File: config.mk
export PLATFORM = sky130hd
export DESIGN_NAME = bus6502_master
export DESIGN_NICKNAME = d
export VERILOG_FILES = /design/src/rtl/bm6502_pkg.sv /design/src/rtl/bm_pin_flag.sv /design/src/rtl/bm_wait_ctl.sv /design/src/rtl/bm_cycle_seq.sv /design/src/rtl/bus6502_master.sv
export SDC_FILE = /design/constraint.sdc
export NUM_CORES = 1
export LEC_CHECK = 0
export ABC_AREA = 1
export BUFFER_PORTS_ARGS = -buffer_cell sky130_fd_sc_hd__clkbuf_2
export CORE_MARGIN = 2
export CORE_UTILIZATION = 51
export DETAILED_ROUTE_END_ITERATION = 10
export PLACE_DENSITY_LB_ADDON = 0.3
export SLEW_MARGIN = 30
export SYNTH_ARGS = -nofsm -noshare
export SYNTH_HDL_FRONTEND = slang
export SYNTH_SLANG_ARGS = --single-unit
File: constraint.sdc
create_clock -name clk -period 2.7 [get_ports clk]
set_input_delay 0.54 -clock clk [delete_from_list [all_inputs] [get_ports clk]]
set_output_delay 0.54 -clock clk [all_outputs]
set_load 0.1 [all_outputs]
File: src/rtl/bm6502_pkg.sv
package bm6502_pkg;
    localparam int BM_ADDR_W = 16;
    localparam int BM_DATA_W = 8;
    localparam int BM_STR_W  = 4;

    localparam logic [1:0] BM_RD    = 2'b00;
    localparam logic [1:0] BM_FETCH = 2'b01;
    localparam logic [1:0] BM_WR    = 2'b10;

    // Unknown code 11 is treated as a plain read.
    function automatic logic [1:0] bm_norm_kind(input logic [1:0] k);
        return (k == BM_FETCH || k == BM_WR) ? k : BM_RD;
    endfunction
endpackage

File: src/rtl/bm_pin_flag.sv
module bm_pin_flag #(
    parameter int   STAGES     = 2,
    parameter logic ACTIVE_LOW = 1'b1
) (
    input  logic clk,
    input  logic rst_n,
    input  logic pin_i,
    output logic flag_o
);
    logic [STAGES-1:0] sync_d, sync_q;
    logic              pin_act;

    assign pin_act = ACTIVE_LOW ? ~pin_i : pin_i;

    generate
        if (STAGES == 1) begin : g_one
            always_comb sync_d = pin_act;
        end else begin : g_chain
            always_comb sync_d = {sync_q[STAGES-2:0], pin_act};
        end
    endgenerate

    always_ff @(posedge clk) begin
        if (!rst_n) sync_q <= '0;
        else        sync_q <= sync_d;
    end

    assign flag_o = sync_q[STAGES-1];
endmodule

File: src/rtl/bm_wait_ctl.sv
module bm_wait_ctl #(
    parameter int STR_W = 4
) (
    input  logic             clk,
    input  logic             rst_n,
    input  logic             ph2_rise_i,
    input  logic             ph2_fall_i,
    input  logic             rnw_i,
    input  logic             rdy_i,
    input  logic             load_i,
    input  logic [STR_W-1:0] load_stretch_i,
    output logic             cyc_end_o
);
    typedef struct packed {
        logic             hold;
        logic [STR_W-1:0] left;
    } wait_t;

    wait_t d, q;

    always_comb begin
        d = q;
        if (ph2_rise_i) begin
            d.hold = rnw_i & ~rdy_i;
        end
        if (ph2_fall_i && !q.hold && q.left != '0) begin
            d.left = q.left - 1'b1;
        end
        if (load_i) begin
            d.hold = 1'b0;
            d.left = load_stretch_i;
        end
    end

    always_ff @(posedge clk) begin
        if (!rst_n) q <= '0;
        else        q <= d;
    end

    assign cyc_end_o = ~q.hold && (q.left == '0);

    AST_WRITE_NO_HOLD: assert property (@(posedge clk) disable iff (!rst_n)
        (ph2_rise_i && !rnw_i) |=> !q.hold);
    AST_LEFT_STEADY: assert property (@(posedge clk) disable iff (!rst_n)
        !ph2_fall_i |=> $stable(q.left));
endmodule

File: src/rtl/bm_cycle_seq.sv
module bm_cycle_seq
    import bm6502_pkg::*;
#(
    parameter int ADDR_W = BM_ADDR_W,
    parameter int DATA_W = BM_DATA_W
) (
    input  logic              clk,
    input  logic              rst_n,
    input  logic              ph2_rise_i,
    input  logic              ph2_fall_i,
    input  logic              cyc_end_i,
    input  logic              req_valid_i,
    output logic              req_ready_o,
    input  logic [1:0]        req_kind_i,
    input  logic [ADDR_W-1:0] req_addr_i,
    input  logic [DATA_W-1:0] req_wdata_i,
    output logic [ADDR_W-1:0] bus_addr_o,
    output logic              bus_rnw_o,
    output logic              bus_sync_o,
    output logic [DATA_W-1:0] bus_dout_o,
    output logic              bus_doe_o,
    input  logic [DATA_W-1:0] bus_din_i,
    output logic              rsp_valid_o,
    output logic [1:0]        rsp_kind_o,
    output logic [DATA_W-1:0] rsp_data_o
);
    typedef struct packed {
        logic [ADDR_W-1:0] addr;
        logic [DATA_W-1:0] wdata;
        logic [1:0]        kind;
        logic              idle;
        logic              doe;
        logic              rsp_valid;
        logic [1:0]        rsp_kind;
        logic [DATA_W-1:0] rsp_data;
    } seq_t;

    seq_t d, q;
    logic boundary;
    logic is_rd;

    assign boundary = ph2_fall_i & cyc_end_i;
    assign is_rd    = (q.kind != BM_WR);

    always_comb begin
        d = q;
        d.rsp_valid = 1'b0;
        if (ph2_rise_i) begin
            d.doe = ~is_rd;
        end
        if (ph2_fall_i) begin
            d.doe = 1'b0;
        end
        if (boundary) begin
            if (is_rd && !q.idle) begin
                d.rsp_valid = 1'b1;
                d.rsp_kind  = q.kind;
                d.rsp_data  = bus_din_i;
            end
            if (req_valid_i) begin
                d.addr  = req_addr_i;
                d.wdata = req_wdata_i;
                d.kind  = bm_norm_kind(req_kind_i);
                d.idle  = 1'b0;
            end else begin
                d.kind  = BM_RD;
                d.idle  = 1'b1;
            end
        end
    end

    always_ff @(posedge clk) begin
        if (!rst_n) begin
            q      <= '0;
            q.idle <= 1'b1;
            q.kind <= BM_RD;
        end else begin
            q <= d;
        end
    end

    assign req_ready_o = boundary;
    assign bus_addr_o  = q.addr;
    assign bus_rnw_o   = is_rd;
    assign bus_sync_o  = (q.kind == BM_FETCH) && !q.idle;
    assign bus_dout_o  = q.wdata;
    assign bus_doe_o   = q.doe;
    assign rsp_valid_o = q.rsp_valid;
    assign rsp_kind_o  = q.rsp_kind;
    assign rsp_data_o  = q.rsp_data;

    AST_STROBE_EXCL: assert property (@(posedge clk) disable iff (!rst_n)
        !(ph2_rise_i && ph2_fall_i));
    AST_READY_AT_FALL: assert property (@(posedge clk) disable iff (!rst_n)
        req_ready_o |-> ph2_fall_i);
    AST_ADDR_STABLE: assert property (@(posedge clk) disable iff (!rst_n)
        !ph2_fall_i |=> $stable(bus_addr_o));
    AST_SYNC_IS_READ: assert property (@(posedge clk) disable iff (!rst_n)
        bus_sync_o |-> bus_rnw_o);
    AST_OE_WRITE_ONLY: assert property (@(posedge clk) disable iff (!rst_n)
        bus_doe_o |-> !bus_rnw_o);
    AST_OE_DROP: assert property (@(posedge clk) disable iff (!rst_n)
        ph2_fall_i |=> !bus_doe_o);
    AST_RSP_AFTER_FALL: assert property (@(posedge clk) disable iff (!rst_n)
        rsp_valid_o |-> $past(ph2_fall_i));
    AST_RSP_PULSE: assert property (@(posedge clk) disable iff (!rst_n)
        rsp_valid_o |=> !rsp_valid_o);
endmodule

File: src/rtl/bus6502_master.sv
module bus6502_master
    import bm6502_pkg::*;
#(
    parameter int ADDR_W      = BM_ADDR_W,
    parameter int DATA_W      = BM_DATA_W,
    parameter int STR_W       = BM_STR_W,
    parameter int SYNC_STAGES = 2
) (
    input  logic              clk,
    input  logic              rst_n,
    input  logic              ph2_rise_i,
    input  logic              ph2_fall_i,
    input  logic              req_valid_i,
    output logic              req_ready_o,
    input  logic [1:0]        req_kind_i,
    input  logic [ADDR_W-1:0] req_addr_i,
    input  logic [DATA_W-1:0] req_wdata_i,
    input  logic [STR_W-1:0]  req_stretch_i,
    output logic [ADDR_W-1:0] bus_addr_o,
    output logic              bus_rnw_o,
    output logic              bus_sync_o,
    output logic [DATA_W-1:0] bus_dout_o,
    output logic              bus_doe_o,
    input  logic [DATA_W-1:0] bus_din_i,
    input  logic              bus_rdy_i,
    output logic              rsp_valid_o,
    output logic [1:0]        rsp_kind_o,
    output logic [DATA_W-1:0] rsp_data_o,
    input  logic              irq_n_i,
    input  logic              nmi_n_i,
    input  logic              so_i,
    output logic              irq_flag_o,
    output logic              nmi_flag_o,
    output logic              so_flag_o
);
    localparam int         NPIN    = 3;
    localparam logic [2:0] PIN_LOW = 3'b011;

    logic             cyc_end;
    logic             ready;
    logic [STR_W-1:0] load_stretch;
    logic [NPIN-1:0]  pin_raw;
    logic [NPIN-1:0]  pin_flag;

    assign load_stretch = req_valid_i ? req_stretch_i : '0;
    assign req_ready_o  = ready;

    bm_cycle_seq #(.ADDR_W(ADDR_W), .DATA_W(DATA_W)) u_seq (
        .clk         (clk),
        .rst_n       (rst_n),
        .ph2_rise_i  (ph2_rise_i),
        .ph2_fall_i  (ph2_fall_i),
        .cyc_end_i   (cyc_end),
        .req_valid_i (req_valid_i),
        .req_ready_o (ready),
        .req_kind_i  (req_kind_i),
        .req_addr_i  (req_addr_i),
        .req_wdata_i (req_wdata_i),
        .bus_addr_o  (bus_addr_o),
        .bus_rnw_o   (bus_rnw_o),
        .bus_sync_o  (bus_sync_o),
        .bus_dout_o  (bus_dout_o),
        .bus_doe_o   (bus_doe_o),
        .bus_din_i   (bus_din_i),
        .rsp_valid_o (rsp_valid_o),
        .rsp_kind_o  (rsp_kind_o),
        .rsp_data_o  (rsp_data_o)
    );

    bm_wait_ctl #(.STR_W(STR_W)) u_wait (
        .clk            (clk),
        .rst_n          (rst_n),
        .ph2_rise_i     (ph2_rise_i),
        .ph2_fall_i     (ph2_fall_i),
        .rnw_i          (bus_rnw_o),
        .rdy_i          (bus_rdy_i),
        .load_i         (ready),
        .load_stretch_i (load_stretch),
        .cyc_end_o      (cyc_end)
    );

    assign pin_raw = {so_i, nmi_n_i, irq_n_i};

    generate
        for (genvar g = 0; g < NPIN; g++) begin : g_pin
            bm_pin_flag #(.STAGES(SYNC_STAGES), .ACTIVE_LOW(PIN_LOW[g])) u_flag (
                .clk    (clk),
                .rst_n  (rst_n),
                .pin_i  (pin_raw[g]),
                .flag_o (pin_flag[g])
            );
        end
    endgenerate

    assign irq_flag_o = pin_flag[0];
    assign nmi_flag_o = pin_flag[1];
    assign so_flag_o  = pin_flag[2];
endmodule

# Yosys cells after proc, flatten, opt, wreduce, memory -nomap -nowiden
# Index checks and enable logic that the tools add are counted.
[totals] register_bits=50 output_inout_bits=42 wordCells=48
[classes] add_sub_neg=1 n_eq_ne=4 muxes=6 bitwise_logic=8 reduce_logical=16
[ops] cell="$mux W4" count=3
[ops] cell="$mux W11" count=1
[ops] cell="$not A1 Y1" count=6
[ops] cell="$reduce_and A2 Y1" count=3
[ops] cell="$logic_and A1 B1 Y1" count=5
[ops] cell="$eq A2 B1 Y1 const B" count=2
[ops] cell="$logic_not A4 Y1" count=1
[ops] cell="$reduce_bool A4 Y1" count=1
[ops] cell="$reduce_or A2 Y1" count=2
[ops] cell="$sub A4 B1 Y4 const B" count=1
[ops] cell="$mux W3" count=1
[ops] cell="$and A1 B1 Y1" count=2
[ops] cell="$eq A2 B2 Y1 const B" count=1
[ops] cell="$logic_not A1 Y1" count=2
[ops] cell="$mux W2" count=1
[ops] cell="$ne A2 B2 Y1 const B" count=1
[ops] cell="$reduce_bool A2 Y1" count=1
[ops] cell="$logic_or A1 B1 Y1" count=1

# Longest topological paths before layout
[logic_depth] word_depth=5 mapped_depth=9

# By module
# Synthesis repeated with hierarchy kept, for this count alone.
[hier_totals] cells_unflattened=287 area_unflattened_um2=2202.1
[by_module_without_submodules] module="bm_cycle_seq" instances=1 cells_each=210 area_per_inst_um2=1671.6 seq_area_each_um2=780.7
[by_module_without_submodules] module="bm_wait_ctl" instances=1 cells_each=51 area_per_inst_um2=330.3 seq_area_each_um2=100.1
[by_module_without_submodules] module="bm_pin_flag at g_pin[0].u_flag ..." instances=2 cells_each=6 area_per_inst_um2=57.6 seq_area_each_um2=40.0
[by_module_without_submodules] module="bm_pin_flag at g_pin[2].u_flag" instances=1 cells_each=6 area_per_inst_um2=55.1 seq_area_each_um2=40.0
[by_module_without_submodules] module="bus6502_master" instances=1 cells_each=8 area_per_inst_um2=30.0 seq_area_each_um2=0.0

# Least setup slack after synthesis
# OpenSTA, ideal clock, no wires.
[synth_timing] path_kind="register to output" startpoint="register u_seq.q[13] (netlist name)" endpoint="output port bus_sync_o" arrival_time_ns=2.425 required_time_ns=2.160 setup_slack_ns=-0.265 stages_incl_launch_ff=3 n_path_buf=0 cell_sequence="dfxtp_1 > inv_1 > nor3_1"
[synth_via] elab_chain_cells=2
[synth_lines] element="from (decl)" line_no="bm_cycle_seq.sv:38" text="seq_t d, q;"
[synth_lines] element="$eq A2 B1 Y1" line_no="bm_cycle_seq.sv:85" text="assign bus_sync_o = (q.kind == BM_FETCH) && !q.idle;"
[synth_lines] element="$logic_and A1 B1 Y1" line_no="bm_cycle_seq.sv:85"
[synth_lines] element="to (decl)" line_no="bus6502_master.sv:21" text="output logic bus_sync_o,"
# Every way passes these cells.

# Worst setup path after layout
[layout_timing] startpoint="register u_wait.q[0] (netlist name)" endpoint="output port req_ready_o"
[layout_via] elab_chain_cells=3
[layout_lines] element="from (decl)" line_no="bm_wait_ctl.sv:19" text="wait_t d, q;"
[layout_lines] element="from (signal assigned)" line_no="bm_wait_ctl.sv:36" text="if (!rst_n) q <= '0;"
[layout_lines] element="from (signal assigned)" line_no="bm_wait_ctl.sv:37" text="else q <= d;"
[layout_lines] element="$logic_not A4 Y1" line_no="bm_wait_ctl.sv:40" text="assign cyc_end_o = ~q.hold && (q.left == '0);"
[layout_lines] element="$logic_and A1 B1 Y1" line_no="bm_wait_ctl.sv:40"
[layout_lines] element="$and A1 B1 Y1" line_no="bm_cycle_seq.sv:42" text="assign boundary = ph2_fall_i & cyc_end_i;"
[layout_lines] element="to (decl)" line_no="bus6502_master.sv:14" text="output logic req_ready_o,"
# Every way passes these cells.

==> impl_metrics.xml <==
<?xml version="1.0" encoding="UTF-8"?>
<metrics>
  <group name="placed_design">
    <metric name="place_congestion" unit="">0.8816</metric>
    <metric name="port-buffer-count" unit="">88</metric>
    <metric name="dp.final_hpwl" unit="mm">3.256</metric>
    <metric name="preCtsSetupSlack" unit="ns">0.8772</metric>
    <metric name="post-place-cells" unit="">372</metric>
  </group>
  <group name="routing">
    <metric name="post-route-drc-count" unit="">0</metric>
    <metric name="drt_pass1_iterations" unit="">4</metric>
    <metric name="vias_per_cell" unit="">4.942</metric>
    <metric name="drt-wirelength-per-cell" unit="um">11.95</metric>
    <metric name="first_iter_violations" unit="">53</metric>
    <metric name="route.vias.total" unit="">1878</metric>
    <metric name="routed_wl" unit="mm">4.541</metric>
    <metric name="route.antenna.remaining_nets" unit="">0</metric>
  </group>
  <group name="die">
    <metric name="ioPinCount" unit="">89</metric>
    <metric name="die_height" unit="um">69.45</metric>
    <metric name="count_of_standard_cell_rows" unit="">23</metric>
    <metric name="die_area" unit="mm^2">0.004823</metric>
    <metric name="effective_utilization_at_floorplan" unit="">0.5384</metric>
    <metric name="die_outline_width" unit="um">69.45</metric>
    <metric name="core_region_area" unit="mm^2">0.004058</metric>
  </group>
  <group name="power_and_ir_drop">
    <metric name="netSwitchingFraction" unit="">0.3456</metric>
    <metric name="power_density" unit="mW/mm^2">659.9</metric>
    <metric name="power.switching" unit="mW">0.5664</metric>
    <metric name="power_report.internal_total" unit="mW">1.073</metric>
    <metric name="power.share.sequential" unit="">0.483</metric>
    <metric name="power.static_leakage" unit="nW">1.177</metric>
    <metric name="power.combinational.fraction" unit="">0.245</metric>
    <metric name="power.ir.vdd_worst" unit="mV">0.3740</metric>
    <metric name="clock_power_share" unit="">0.273</metric>
  </group>
  <group name="setup_path">
    <metric name="critical_path.reg2reg.endpoint" unit="">u_seq.bus_addr_o[8]</metric>
    <metric name="setup.worst_path.class" unit="">reg -&gt; out</metric>
    <metric name="cp-start-kind" unit="">flip-flop</metric>
    <metric name="cp-end-kind" unit="">output port</metric>
    <metric name="r2r_start" unit="">u_wait.q[0]</metric>
    <metric name="ff2ff_setup_slack" unit="ns">0.91</metric>
    <metric name="cp_required" unit="ns">2.16</metric>
    <metric name="crit_arrival" unit="ns">1.58</metric>
    <metric name="timing.critical_path.fanout_max" unit="">14</metric>
    <metric name="ff2ff_path_depth" unit="">7</metric>
  </group>
  <group name="logic_synthesis">
    <metric name="syn_nets" unit="">329</metric>
    <metric name="synth.top_cells.by_area" unit="">sky130_fd_sc_hd__dfxtp_1 (46%), sky130_fd_sc_hd__buf_4 (12%), sky130_fd_sc_hd__nand2_1 (10%), sky130_fd_sc_hd__nand3_1 (9.4%), sky130_fd_sc_hd__a21oi_1 (8.9%)</metric>
    <metric name="syn_area_cell" unit="um^2">7.802</metric>
    <metric name="async_reset_ff_frac" unit="">0</metric>
    <metric name="yosys.cell_count.top_type" unit="">sky130_fd_sc_hd__nand2_1</metric>
    <metric name="yosysTopAreaCell" unit="">sky130_fd_sc_hd__dfxtp_1</metric>
    <metric name="seq_cells_post_synth" unit="">50</metric>
    <metric name="post_synth_instance_area" unit="mm^2">0.002185</metric>
    <metric name="synth_edf_count" unit="">0</metric>
    <metric name="synth_cells" unit="">280</metric>
    <metric name="yosysSeqAreaShare" unit="">0.4582</metric>
    <metric name="synth-main-ff-cell" unit="">sky130_fd_sc_hd__dfxtp_1</metric>
    <metric name="synth.top_cell.area_share" unit="">0.4582</metric>
    <metric name="netlist-cell-type-count" unit="">21</metric>
    <metric name="synth_warnings" unit="">0</metric>
    <metric name="yosys-top-cells-count" unit="">sky130_fd_sc_hd__nand2_1 (58), sky130_fd_sc_hd__dfxtp_1 (50), sky130_fd_sc_hd__nand3_1 (41)</metric>
  </group>
  <group name="cts">
    <metric name="numClockSinks" unit="">50</metric>
    <metric name="cts-buffers-inserted" unit="">5</metric>
    <metric name="post_cts_resize_count" unit="">0</metric>
    <metric name="clkSlewWorstSetupHoldPaths" unit="ns">0.09</metric>
    <metric name="ctsLongestPathBuffers" unit="">2</metric>
    <metric name="postCtsHoldBufs" unit="">0</metric>
    <metric name="cts_post_setup_buffers_inserted" unit="">0</metric>
    <metric name="insertion_delay" unit="ns">0.30</metric>
    <metric name="clock_tree_from_tritoncts" unit="">yes</metric>
    <metric name="cts_root_buf" unit="">sky130_fd_sc_hd__clkbuf_8</metric>
    <metric name="cts-htree-levels" unit="">2</metric>
  </group>
  <group name="global_routing">
    <metric name="grt_pass1_vias" unit="">1735</metric>
    <metric name="met1_usage" unit="">0.2334</metric>
    <metric name="pin_count_of_the_biggest_net_entering_global_routing" unit="">31</metric>
    <metric name="globalRouteOverflowTotal" unit="">0</metric>
    <metric name="use_met3" unit="">0.05523</metric>
    <metric name="grt_pass1_wl" unit="mm">7.721</metric>
    <metric name="use_met2" unit="">0.3419</metric>
    <metric name="total_grt_usage" unit="">0.1961</metric>
    <metric name="antenna_found_initial" unit="">0</metric>
    <metric name="busiest_layer_in_global_routing" unit="">met2</metric>
  </group>
  <group name="cells_and_area">
    <metric name="antenna-diode-count" unit="">0</metric>
    <metric name="filler_cell_count" unit="">396</metric>
    <metric name="area.growth.synth_to_final" unit="%">13.69</metric>
    <metric name="layout.cells.non_filler" unit="">380</metric>
    <metric name="design.final.nets" unit="">378</metric>
    <metric name="drive_above_1_share" unit="">0.3121</metric>
  </group>
  <group name="timing">
    <metric name="finalWorstPathRequiredPeriod" unit="ns">2.119</metric>
    <metric name="final.hold.worst_slack" unit="ns">0.3807</metric>
    <metric name="finClkSkew" unit="ns">0.008022</metric>
    <metric name="setup_viol" unit="">0</metric>
    <metric name="final_period_utilization" unit="">0.7849</metric>
    <metric name="fin_setup_tns" unit="ns">0</metric>
    <metric name="max_clock_freq" unit="GHz">0.4719</metric>
    <metric name="setup_ws" unit="ns">0.5808</metric>
    <metric name="slew_viol_final" unit="">0</metric>
    <metric name="pin_slew_with_the_least_headroom_to_its_limit" unit="ns">0.6051</metric>
    <metric name="rsz0062_at_grt" unit="">no</metric>
    <metric name="hold_viol_final" unit="">0</metric>
    <metric name="timing.slew.headroom" unit="">0.5962</metric>
  </group>
  <group name="worst_hold_path">
    <metric name="hold_depth" unit="">2</metric>
    <metric name="min_to" unit="">g_pin[0].u_flag.sync_q[0]</metric>
    <metric name="hold_class" unit="">in -&gt; reg</metric>
    <metric name="worstHoldStart" unit="">irq_n_i</metric>
  </group>
  <group name="status">
    <metric name="outcome" unit="">finished clean</metric>
  </group>
  <group name="flow_run">
    <metric name="drv_cap" unit="">0</metric>
  </group>
</metrics>
==> stage by stage <==
| stage | area (um^2) | util | total power [mW] |
|---|---|---|---|
| floorplan | 2190 | - | 1.149 |
| global placement | 2389 | 0.5887 | 1.205 |
| detailed placement | 2389 | 0.5887 | 1.211 |
| finish | 2484 | 0.6121 | 1.639 |
| global route | 2484 | 0.6121 | 1.723 |
| CTS | 2484 | 0.6121 | 1.657 |
==> critical path, cell delays in order (launching register included) <==
cell and delay (ns):
sky130_fd_sc_hd__dfxtp_1 0.32, sky130_fd_sc_hd__inv_1 0.12, sky130_fd_sc_hd__ha_1 0.16, sky130_fd_sc_hd__nand2_1 0.11, sky130_fd_sc_hd__nor2_4 0.33, sky130_fd_sc_hd__buf_12 0.22
==> per-layer routing <==
layer  up-vias  share of wire
met5         -              0
met1       841           0.44
met3         8          0.064
met4         0          0.016
li1        972              -
met2        57           0.48
==> worst max-delay path by stage <==
stage                           start          end  slack, ns  cells after the start
after global routing      u_wait.q[0]  req_ready_o       0.47                      5
after global placement     ph2_fall_i  req_ready_o       0.90                      4
final                     u_wait.q[0]  req_ready_o       0.58                      5
after floorplan           u_seq.q[14]   bus_sync_o       0.59                      1
after detailed placement   ph2_fall_i  req_ready_o       0.88                      4
after CTS                 u_wait.q[0]  req_ready_o       0.57                      5
==> power by group through the flow <==
| stage | registers [mW] | clock network [mW] | logic, mW |
|---|---|---|---|
| finish | 0.791 | 0.447 | 0.401 |
| floorplan | 0.821 | 0 | 0.328 |
| CTS | 0.791 | 0.461 | 0.405 |
| global placement | 0.807 | 0 | 0.398 |
| global route | 0.795 | 0.495 | 0.433 |
| detailed placement | 0.808 | 0 | 0.404 |
==> registers in the layout, summed over array words and instances, names as in the netlist <==
name / cells
u_wait.q: 5
u_seq.q: 3
u_seq.rsp_kind_o: 2
u_seq.bus_dout_o: 8
u_seq.rsp_valid_o: 1
u_seq.bus_addr_o: 16
u_seq.bus_doe_o: 1
u_seq.rsp_data_o: 8
g_pin.u_flag.sync_q: 6
==> cells by family (layout without fill, tap and decap cells) <==
| group | count (synthesis) | count (layout) | share of synthesized area |
|---|---|---|---|
| xor gates and xnor gates | 1 | 1 | 0.004010 |
| and+or+nand+nor | 112 | 112 | 0.2239 |
| adders and majority gates | 2 | 2 | 0.01145 |
| buffers and inverters | 67 | 117 | 0.1873 |
| DFF | 50 | 50 | 0.4582 |
| AOI/OAI and AO/OA | 48 | 48 | 0.1151 |
==> placed cells by master, fill, tap and decap left out, drive strengths merged <==
cell type,netlist,final
dfxtp,50,50
clkinvlp,0,1
and2,1,1
ha,2,2
o22ai,1,1
nor2,10,10
xor2,1,1
a31oi,1,1
clkinv,0,1
a21oi,40,40
o211a,1,1
nor3,1,1
nand3,42,42
nand2,58,58
clkbuf,5,93
inv,18,18
buf,44,4
o21ai,5,5
==> final cells by class <==
cell class / count / area, um^2 / area share
multi-input combinational: 163 / 779.5 / 0.3139
inverter: 18 / 67.56 / 0.02720
sequential: 50 / 1001 / 0.4030
clock buffer: 6 / 82.58 / 0.03325
tap: 50 / 62.56 / 0.02519
timing repair buffer: 91 / 478.0 / 0.1924
clock inverter: 2 / 12.51 / 0.005038
Power figures use the tool's default switching activity.
